`config.mk`:
```
export PLATFORM = sky130hd
export DESIGN_NAME = seg_xlate_unit
export DESIGN_NICKNAME = d
export VERILOG_FILES = /design/src/rtl/seg_xlate_pkg.sv /design/src/rtl/seg_xlate_cache.sv /design/src/rtl/seg_xlate_check.sv /design/src/rtl/seg_xlate_ctrl.sv /design/src/rtl/seg_xlate_unit.sv
export SDC_FILE = /design/constraint.sdc
export NUM_CORES = 1
export LEC_CHECK = 0
export BUFFER_PORTS_ARGS = -buffer_cell sky130_fd_sc_hd__buf_4
export CAP_MARGIN = 10
export CORE_MARGIN = 8
export CORE_UTILIZATION = 45
export CTS_CLUSTER_DIAMETER = 150
export DETAILED_ROUTE_END_ITERATION = 8
export GPL_TIMING_DRIVEN = 0
export PLACE_DENSITY = 0.67
export SYNTH_ARGS = -nofsm -noshare
export SYNTH_HDL_FRONTEND = slang
export SYNTH_SLANG_ARGS = --single-unit
```
`constraint.sdc`:
```
create_clock -name clk -period 3.8 [get_ports clk]
set_input_delay 0.19 -clock clk [delete_from_list [all_inputs] [get_ports clk]]
set_output_delay 0.19 -clock clk [all_outputs]
set_load 0.03 [all_outputs]
```
`src/rtl/seg_xlate_pkg.sv`:
```
package seg_xlate_pkg;

  localparam logic [1:0] ACC_READ  = 2'd0;
  localparam logic [1:0] ACC_WRITE = 2'd1;
  localparam logic [1:0] ACC_FETCH = 2'd2;

  typedef enum logic [2:0] {
    FLT_NONE    = 3'd0,
    FLT_RANGE   = 3'd1,
    FLT_INVALID = 3'd2,
    FLT_LIMIT   = 3'd3,
    FLT_DENIED  = 3'd4
  } fault_e;

  typedef enum logic [1:0] {
    ST_IDLE  = 2'd0,
    ST_ISSUE = 2'd1,
    ST_WAIT  = 2'd2,
    ST_RESP  = 2'd3
  } state_e;

  // Right selected by the access type; an unknown type is never allowed.
  function automatic logic rights_allow(input logic [1:0] acc,
                                        input logic rd, input logic wr,
                                        input logic ex);
    logic ok;
    case (acc)
      ACC_READ:  ok = rd;
      ACC_WRITE: ok = wr;
      ACC_FETCH: ok = ex;
      default:   ok = 1'b0;
    endcase
    return ok;
  endfunction

endpackage

```
`src/rtl/seg_xlate_cache.sv`:
```
module seg_xlate_cache #(
  parameter int SEG_W = 4,
  parameter int EW    = 33
) (
  input  logic             clk,
  input  logic             rst_n,
  input  logic             inval,
  input  logic             fill,
  input  logic [SEG_W-1:0] fill_seg,
  input  logic [EW-1:0]    fill_entry,
  input  logic [SEG_W-1:0] look_seg,
  output logic             hit,
  output logic [EW-1:0]    hit_entry,
  output logic             vld
);

  logic [SEG_W-1:0] tag_q;
  logic [EW-1:0]    data_q;
  logic             vld_q;

  always_ff @(posedge clk or negedge rst_n) begin
    if (!rst_n) begin
      vld_q  <= 1'b0;
      tag_q  <= '0;
      data_q <= '0;
    end else if (inval) begin
      vld_q <= 1'b0;
    end else if (fill) begin
      vld_q  <= 1'b1;
      tag_q  <= fill_seg;
      data_q <= fill_entry;
    end
  end

  assign hit       = vld_q && (tag_q == look_seg);
  assign hit_entry = data_q;
  assign vld       = vld_q;

endmodule

```
`src/rtl/seg_xlate_check.sv`:
```
module seg_xlate_check
  import seg_xlate_pkg::*;
#(
  parameter int OFF_W = 12,
  parameter int PA_W  = 16,
  parameter int LIM_W = 13,
  parameter int EW    = 33
) (
  input  logic             in_range,
  input  logic [EW-1:0]    entry,
  input  logic [OFF_W-1:0] off,
  input  logic [1:0]       acc,
  output logic [2:0]       fault,
  output logic [PA_W-1:0]  pa,
  output logic             ent_ok,
  output logic             lim_ok,
  output logic             perm_ok
);

  localparam int LIM_LO = PA_W;
  localparam int LIM_HI = PA_W + LIM_W - 1;
  localparam int X_BIT  = PA_W + LIM_W;
  localparam int W_BIT  = X_BIT + 1;
  localparam int R_BIT  = X_BIT + 2;
  localparam int V_BIT  = X_BIT + 3;

  function automatic logic [PA_W-1:0] base_plus_off(input logic [PA_W-1:0] b,
                                                    input logic [OFF_W-1:0] o);
    return b + {{(PA_W-OFF_W){1'b0}}, o};
  endfunction

  function automatic logic inside_len(input logic [OFF_W-1:0] o,
                                      input logic [LIM_W-1:0] len);
    return {{(LIM_W-OFF_W){1'b0}}, o} < len;
  endfunction

  logic [PA_W-1:0]  e_base;
  logic [LIM_W-1:0] e_lim;

  assign e_base  = entry[PA_W-1:0];
  assign e_lim   = entry[LIM_HI:LIM_LO];
  assign ent_ok  = entry[V_BIT];
  assign lim_ok  = inside_len(off, e_lim);
  assign perm_ok = rights_allow(acc, entry[R_BIT], entry[W_BIT], entry[X_BIT]);
  assign pa      = base_plus_off(e_base, off);

  always_comb begin
    if (!in_range)     fault = FLT_RANGE;
    else if (!ent_ok)  fault = FLT_INVALID;
    else if (!lim_ok)  fault = FLT_LIMIT;
    else if (!perm_ok) fault = FLT_DENIED;
    else               fault = FLT_NONE;
  end

endmodule

```
`src/rtl/seg_xlate_ctrl.sv`:
```
module seg_xlate_ctrl
  import seg_xlate_pkg::*;
(
  input  logic clk,
  input  logic rst_n,
  input  logic req_valid,
  input  logic fast,
  input  logic mem_rd_valid,
  input  logic cfg_wr,
  output logic req_ready,
  output logic accept,
  output logic rd_issue,
  output logic ent_from_mem,
  output logic fill_en,
  output logic resp
);

  state_e st_q, st_d;
  logic   fill_ok_q;

  always_comb begin
    st_d = st_q;
    case (st_q)
      ST_IDLE:  if (req_valid) st_d = fast ? ST_RESP : ST_ISSUE;
      ST_ISSUE: st_d = ST_WAIT;
      ST_WAIT:  if (mem_rd_valid) st_d = ST_RESP;
      ST_RESP:  st_d = ST_IDLE;
      default:  st_d = ST_IDLE;
    endcase
  end

  always_ff @(posedge clk or negedge rst_n) begin
    if (!rst_n) begin
      st_q      <= ST_IDLE;
      fill_ok_q <= 1'b0;
    end else begin
      st_q <= st_d;
      if (cfg_wr)      fill_ok_q <= 1'b0;
      else if (accept) fill_ok_q <= 1'b1;
    end
  end

  assign req_ready    = (st_q == ST_IDLE);
  assign accept       = req_ready && req_valid;
  assign rd_issue     = (st_q == ST_ISSUE);
  assign ent_from_mem = (st_q == ST_WAIT) && mem_rd_valid;
  assign fill_en      = ent_from_mem && fill_ok_q && !cfg_wr;
  assign resp         = (st_q == ST_RESP);

endmodule

```
`src/rtl/seg_xlate_unit.sv`:
```
module seg_xlate_unit
  import seg_xlate_pkg::*;
#(
  parameter int SEG_W = 4,
  parameter int OFF_W = 12,
  parameter int PA_W  = 16,
  parameter int TA_W  = 16
) (
  input  logic                   clk,
  input  logic                   rst_n,
  input  logic                   cfg_base_we,
  input  logic [TA_W-1:0]        cfg_base_wdata,
  input  logic                   cfg_len_we,
  input  logic [SEG_W:0]         cfg_len_wdata,
  input  logic                   req_valid,
  output logic                   req_ready,
  input  logic [SEG_W-1:0]       req_seg,
  input  logic [OFF_W-1:0]       req_off,
  input  logic [1:0]             req_acc,
  output logic                   rsp_valid,
  output logic [2:0]             rsp_fault,
  output logic [PA_W-1:0]        rsp_pa,
  output logic                   mem_rd_req,
  output logic [TA_W-1:0]        mem_rd_addr,
  input  logic                   mem_rd_valid,
  input  logic [PA_W+OFF_W+4:0]  mem_rd_data
);

  localparam int LIM_W = OFF_W + 1;
  localparam int EW    = PA_W + LIM_W + 4;

  logic [TA_W-1:0]  tbl_base_q;
  logic [SEG_W:0]   tbl_len_q;
  logic [SEG_W-1:0] seg_q;
  logic [OFF_W-1:0] off_q;
  logic [1:0]       acc_q;
  logic             in_range_q;
  logic [EW-1:0]    ent_q;

  logic             cfg_wr;
  logic             req_in_range;
  logic             cache_hit;
  logic             cache_vld;
  logic [EW-1:0]    cache_entry;
  logic             fast_path;
  logic             accept;
  logic             ent_from_mem;
  logic             fill_en;
  logic [2:0]       chk_fault;
  logic [PA_W-1:0]  chk_pa;
  logic             ent_ok, lim_ok, perm_ok;

  assign cfg_wr       = cfg_base_we || cfg_len_we;
  assign req_in_range = {1'b0, req_seg} < tbl_len_q;
  assign fast_path    = !req_in_range || cache_hit;

  always_ff @(posedge clk or negedge rst_n) begin
    if (!rst_n) begin
      tbl_base_q <= '0;
      tbl_len_q  <= '0;
    end else begin
      if (cfg_base_we) tbl_base_q <= cfg_base_wdata;
      if (cfg_len_we)  tbl_len_q  <= cfg_len_wdata;
    end
  end

  always_ff @(posedge clk or negedge rst_n) begin
    if (!rst_n) begin
      seg_q      <= '0;
      off_q      <= '0;
      acc_q      <= '0;
      in_range_q <= 1'b0;
      ent_q      <= '0;
    end else begin
      if (accept) begin
        seg_q      <= req_seg;
        off_q      <= req_off;
        acc_q      <= req_acc;
        in_range_q <= req_in_range;
        if (cache_hit) ent_q <= cache_entry;
      end
      if (ent_from_mem) ent_q <= mem_rd_data;
    end
  end

  seg_xlate_ctrl u_ctrl (
    .clk          (clk),
    .rst_n        (rst_n),
    .req_valid    (req_valid),
    .fast         (fast_path),
    .mem_rd_valid (mem_rd_valid),
    .cfg_wr       (cfg_wr),
    .req_ready    (req_ready),
    .accept       (accept),
    .rd_issue     (mem_rd_req),
    .ent_from_mem (ent_from_mem),
    .fill_en      (fill_en),
    .resp         (rsp_valid)
  );

  seg_xlate_cache #(.SEG_W(SEG_W), .EW(EW)) u_cache (
    .clk        (clk),
    .rst_n      (rst_n),
    .inval      (cfg_wr),
    .fill       (fill_en),
    .fill_seg   (seg_q),
    .fill_entry (mem_rd_data),
    .look_seg   (req_seg),
    .hit        (cache_hit),
    .hit_entry  (cache_entry),
    .vld        (cache_vld)
  );

  seg_xlate_check #(.OFF_W(OFF_W), .PA_W(PA_W), .LIM_W(LIM_W), .EW(EW)) u_check (
    .in_range (in_range_q),
    .entry    (ent_q),
    .off      (off_q),
    .acc      (acc_q),
    .fault    (chk_fault),
    .pa       (chk_pa),
    .ent_ok   (ent_ok),
    .lim_ok   (lim_ok),
    .perm_ok  (perm_ok)
  );

  assign mem_rd_addr = tbl_base_q + TA_W'(seg_q);
  assign rsp_fault   = rsp_valid ? chk_fault : FLT_NONE;
  assign rsp_pa      = (rsp_valid && chk_fault == FLT_NONE) ? chk_pa : '0;

endmodule

```
; Word-level counts from Yosys, hierarchy flattened
; Cells that the tools add are included.
[word_totals]
inputBits = 78
ff_bits = 114
elab_cells = 63
out_inout_bits = 38
[classes]
addsub = 2
n_reduce_logical = 20
magnitude_cmp = 2
eq_ne = 8
n_mux = 18
bitwise = 1
[op_table]
columns = op, n
row1 = 33-bit two-way mux, 3
row2 = 16-bit by 12-bit adder with 16-bit output, 1
row3 = 16-bit by 4-bit adder with 16-bit output, 1
row4 = 16-bit two-way mux, 1
row5 = 3-bit two-way mux, 5
row6 = 12-bit by 13-bit less-than comparator with 1-bit output, 1
row7 = 2-bit case mux with 4 select lines, 1
row8 = 2-bit nonzero test, 4
row9 = "2-bit equality test, second input constant", 3
row10 = 1-bit logical AND, 6
row11 = 2-bit two-way mux, 3
row12 = 2-bit AND reduction, 3
row13 = 4-bit by 5-bit less-than comparator with 1-bit output, 1
row14 = "2-bit by 1-bit equality test with 1-bit output, second input constant", 2
row15 = 4-bit equality test, 1
row16 = 2-bit logical NOT, 2
row17 = 1-bit two-way mux, 4
row18 = "2-bit != test, second input constant", 2
row19 = 3-bit logical NOT, 1
row20 = 1-bit case mux with 3 select lines, 1
row21 = 1-bit logical NOT, 2
row22 = 1-bit logical OR, 2
row23 = 1-bit inverter, 1

; Depth between registers and ports, before layout
[depth]
word_depth = 9
depth_mapped = 10
ltp_nobuf = 9

; By module
; Synthesis repeated with hierarchy kept, for this count alone.
[unflattened]
hier_cells = 544
hier_area_um2 = 6296.0
[by_module_without_submodules]
columns = mod, cells_each, seq_area_each_um2, area_each_um2, n_inst
row1 = seg_xlate_unit, 312, 1826.8, 3589.7, 1
row2 = seg_xlate_cache, 92, 950.9, 1566.5, 1
row3 = seg_xlate_check, 120, 0.0, 923.4, 1
row4 = seg_xlate_ctrl, 20, 75.1, 216.5, 1

; Worst setup path after synthesis
; OpenSTA, ideal clock, no wires.
[synth_timing]
path_kind = reg-to-output
startpoint = register off_q[9]
endpoint = output rsp_pa[6]
n_path_buf = 1
required_ps = 3610
path_stages_with_launch = 9
t_arrival_ps = 2614
path_slack_ps = 996
path_cell_list = dfrtp_1 -> ha_1 -> a21o_1 -> a211oi_2 -> o21ai_1 -> a22o_1 -> or3_1 -> buf_2 -> a211oi_1
[synth_between]
elab_chain_cells = 7
[synth_rtl]
columns = item, line
row1 = from (decl), seg_xlate_unit.sv:35  ; logic [OFF_W-1:0] off_q;
row2 = from (signal assigned), seg_xlate_unit.sv:77  ; off_q <= req_off;
row3 = 12-bit by 13-bit less-than comparator with 1-bit output, seg_xlate_check.sv:34  ; return {{(LIM_W-OFF_W){1'b0}}, o} < len;
row4 = 3-bit two-way mux, seg_xlate_check.sv:50  ; else if (!lim_ok) fault = FLT_LIMIT;
row5 = 3-bit two-way mux, seg_xlate_check.sv:49  ; else if (!ent_ok) fault = FLT_INVALID;
row6 = 3-bit two-way mux, seg_xlate_check.sv:48  ; if (!in_range) fault = FLT_RANGE;
row7 = 3-bit logical NOT, seg_xlate_unit.sv:128  ; assign rsp_pa = (rsp_valid && chk_fault == FLT_NONE) ? chk_pa : '0;
row8 = 1-bit logical AND, seg_xlate_unit.sv:128
row9 = 16-bit two-way mux, seg_xlate_unit.sv:128
row10 = to (decl), seg_xlate_unit.sv:22  ; output logic [PA_W-1:0] rsp_pa,
; No other way between the ends.

; Final worst setup path
[layout_timing]
startpoint = register off_q[1]
endpoint = output rsp_pa[11]
[layout_between]
elab_chain_cells = 7
elab_cells_between_ends = 8
cone_classes = add/sub (1) / order compare (1) / mux (4) / reduce/logical (2)
[layout_rtl]
columns = item, line
row1 = 12-bit by 13-bit less-than comparator with 1-bit output, seg_xlate_check.sv:34
row2 = 3-bit two-way mux, seg_xlate_check.sv:50
row3 = 3-bit two-way mux, seg_xlate_check.sv:49
row4 = 3-bit two-way mux, seg_xlate_check.sv:48
row5 = 3-bit logical NOT, seg_xlate_unit.sv:128
row6 = 1-bit logical AND, seg_xlate_unit.sv:128
row7 = 16-bit two-way mux (*), seg_xlate_unit.sv:128
; Every way passes the cells marked *; elsewhere a longest branch is shown, timed or not.

==> summary.txt <==
Status
  • Status: completed

STA
  • Hold Vio Cnt, Final: 0
  • Rel. slew slack: 0.401
  • Fin crit period: 3.16 ns
  • Max-slew violation count: 0
  • Final setup vio count: 0
  • Slew @ Worst Pin: roughly 0.9 ns
  • F_max: between 0.3 and 0.4 GHz
  • Setup TNS: 0 ns
  • Final Cycle Share: 0.831
  • Worst Clk Skew: 0.00512 ns
  • RSZ-0062 raised after global routing: false

Critical path
  • Crit-path cells: ha_1 > a211oi_1 > o21ai_0 > a31oi_1 > o21ai_0 > xnor2_1 > nor2_1 > buf_4
  • Cell mode on critical path: o21ai_0
  • Delay-heaviest family, CP: compound AO/OA/AOI/OAI gates
  • Crit path DAT: approximately 3.0 ns
  • Worst Setup End Kind: output port
  • Crit path kind: reg2out
  • WP buf/inv: 1
  • CP peak stage delay: between 0.5 and 0.6 ns
  • Worst-path maximum fanout: 6
  • Max stage delay cell, worst path: a31oi_1
  • CP Launch Type: flip-flop
  • Worst Path Required: around 3.6 ns

Place
  • RePlAce Congestion: between 0.8 and 0.9
  • Port buffer count: between 100 and 150
  • Hpwl dp: 11,300 um

Routing
  • Vias per Instance: approximately 5.2
  • Final ANT Viol Nets: 0
  • DR DRC count: 0
  • Avg WL per Cell: 16.3 um
  • Drt total wl: between 10,000 and 15,000 um
  • Vias: between 4,000 and 5,000
  • Initial DRC count: about 190
  • DR pass1 iterations: 4

Synthesis
  • Mapped Cells: about 570
  • Yosys top cell area share: 0.468
  • Synthesis-stage register bit count: 114
  • Syn avg cell area: 10.8 um^2
  • Top_reg_cell synth: dfrtp_1
  • Yosys top cell by area: dfrtp_1
  • Number of library cell types mapped by synthesis: 47
  • Async SR Flop Fraction: 1.00
  • Post-synth EDFFs: 0
  • Sequential share of the synthesized area: 0.468
  • Synthesized cell area: about 0.0061 mm^2
  • Top post-synthesis cells by area: dfrtp_1 (47%), mux2_2 (13%), ha_1 (7.0%)
  • Yosys Warn Count: 0
  • Mapped Nets: slightly below 700

Layout
  • Fillers: ~1,200
  • Multi-input gate area in the final layout: roughly 0.0030 mm^2
  • Final Util: 0.592
  • Synth-to-layout area growth: 28.7%
  • Layout cells sized above 1: 0.305
  • Final nets: between 800 and 900
  • Antenna cells: 0
  • Seq. cell area: roughly 0.0029 mm^2

Global route
  • Global-route wire length before repair: approximately 24,000 um
  • Initial antenna violation count: 0
  • Largest net degree at the start of global routing: 68
  • Vias in the first global route: roughly 5,100
  • Grt total ovfl: 0
  • Overall Global Routing Usage: 0.172

Power and ir drop
  • Power per cell area: 717 mW/mm^2
  • Cell leakage power: approximately 3.9 nW
  • Peak VDD IR: between 0.4 and 0.5 mV

Die
  • Initial Util: 0.460
  • Vert. Die Dim: ~130 um
  • # IOs: roughly 120
  • Die footprint: roughly 0.018 mm^2
  • Cell Rows: 42
  • Core Box Area: between 0.01 and 0.015 mm^2
  • Die Width: about 130 um

Clocking
  • Resized cells post-CTS: 0
  • CTS tree: done
  • Clock Pin Slew Worst Setup and Hold Paths: around 0.050 ns
  • Root buf cell: clkbuf_16
  • Worst-Skew Late Latency: approximately 0.4 ns
  • Clk buf depth: 2
  • Clock sink total: 114
  • Num CTS Buffers: 17
  • H-tree levels: 4
  • Number of setup buffers added after CTS: 0

Min path
  • Hold Crit Class: in2reg

Flow run
  • Max cap viols: 0
cell usage in the layout, fill, tap and decap left out, types with 7 or more instances in the layout:
master / count
mux2_2: 71
dfrtp_1: 114
o21ai_0: 54
ha_1: 34
inv_1: 32
a21o_1: 11
nand3_1: 14
xnor2_1: 18
nand2_1: 51
a21oi_1: 12
clkbuf_1: 19
buf_4: 113
mux2i_1: 34
nor3_1: 8
dlygate4sd3_1: 11
nor2_1: 26
clkbuf_16: 17
a211oi_1: 7
logic make-up after synthesis:
group / Yosys count / share of synthesized area
AOI/OAI and AO/OA: 108 / 0.107
xor gates and xnor gates: 23 / 0.0331
adders and majority gates: 36 / 0.0764
buffers and inverters: 56 / 0.0367
DFF: 114 / 0.468
muxes: 105 / 0.187
and+or+nand+nor: 123 / 0.0914
flip-flops by register name, indices dropped and copies added (netlist names), 4 cells and up:
signal,cells
ent_q,33
tbl_len_q,5
u_cache.tag_q,4
off_q,12
u_cache.hit_entry,33
tbl_base_q,16
seg_q,4
where the power goes:
group | leakage (nW) | internal, mW | total, mW | switching (mW)
registers | 1.48 | 1.59 | 1.87 | 0.281
logic | 2.16 | 1.02 | 2.32 | 1.30
clock network | 0.269 | 0.929 | 1.44 | 0.508
final cells by class:
class                   count  share of cell area
plain buffers              24              0.0132
inverters                  32              0.0153
well taps                 176              0.0281
flip-flops and latches    114               0.364
clock inverters             4             0.00287
multi-input cells         395               0.385
repair buffers            125               0.126
clock buffers              27              0.0667
synthesized netlist by cell type (11+ instances only):
cell      instances
mux2i_1          34
a21oi_1          12
o21ai_0          54
inv_1            32
clkbuf_1         15
dfrtp_1         114
xnor2_1          18
nand3_1          14
a21o_1           11
nor2_1           26
ha_1             34
mux2_2           71
nand2_1          51
path summary, 6_finish.rpt:
kind / end / start / slack (ns) / cells after the start
max in group asynchronous: off_q[11]$_DFFE_PN0P_ / rst_n / 2.64 / 3
min: tbl_base_q[5]$_DFFE_PN0P_ / cfg_base_wdata[5] / 0.01 / 2
max reg2reg: ent_q[12]$_DFFE_PN0P_ / u_cache.tag_q[0]$_DFFE_PN0P_ / 1.46 / 7
min in group asynchronous: tbl_len_q[3]$_DFFE_PN0P_ / rst_n / 0.43 / 2
max: rsp_pa[11] / off_q[1]$_DFFE_PN0P_ / 0.64 / 8
min reg2reg: ent_q[19]$_DFFE_PN0P_ / ent_q[19]$_DFFE_PN0P_ / 0.48 / 2
repair_timing:
action / CTS / global route
hold buffers: 11 / 0
hold endpoints to repair: 76 / 0
endpoints found under the setup margin: 0 / 0
metal layers:
layer  track usage  vias to the layer above  routed length (um)
li1              -                     2283                   -
met1         0.200                     2266                6240
met2         0.286                      139                7120
met3        0.0648                       18                1090
met4        0.0536                        0                 163
met5             0                        -                   0
stage by stage:
stage | setup WS (ns) | power, mW | instances | cell area, um^2 | hold slack (ns)
after floorplan | 0.996 | 3.50 | 565 | 6090 | -0.106
after global placement | 1.14 | 4.10 | 854 | 7160 | 0.402
after detailed placement | 1.12 | 4.19 | 855 | 7190 | 0.375
after CTS | 0.684 | 5.67 | 897 | 7850 | 0.000214
after global routing | 0.455 | 6.05 | 897 | 7850 | 0.00542
final | 0.644 | 5.63 | 897 | 7850 | 0.0149
(Power assumes the default switching activity.)
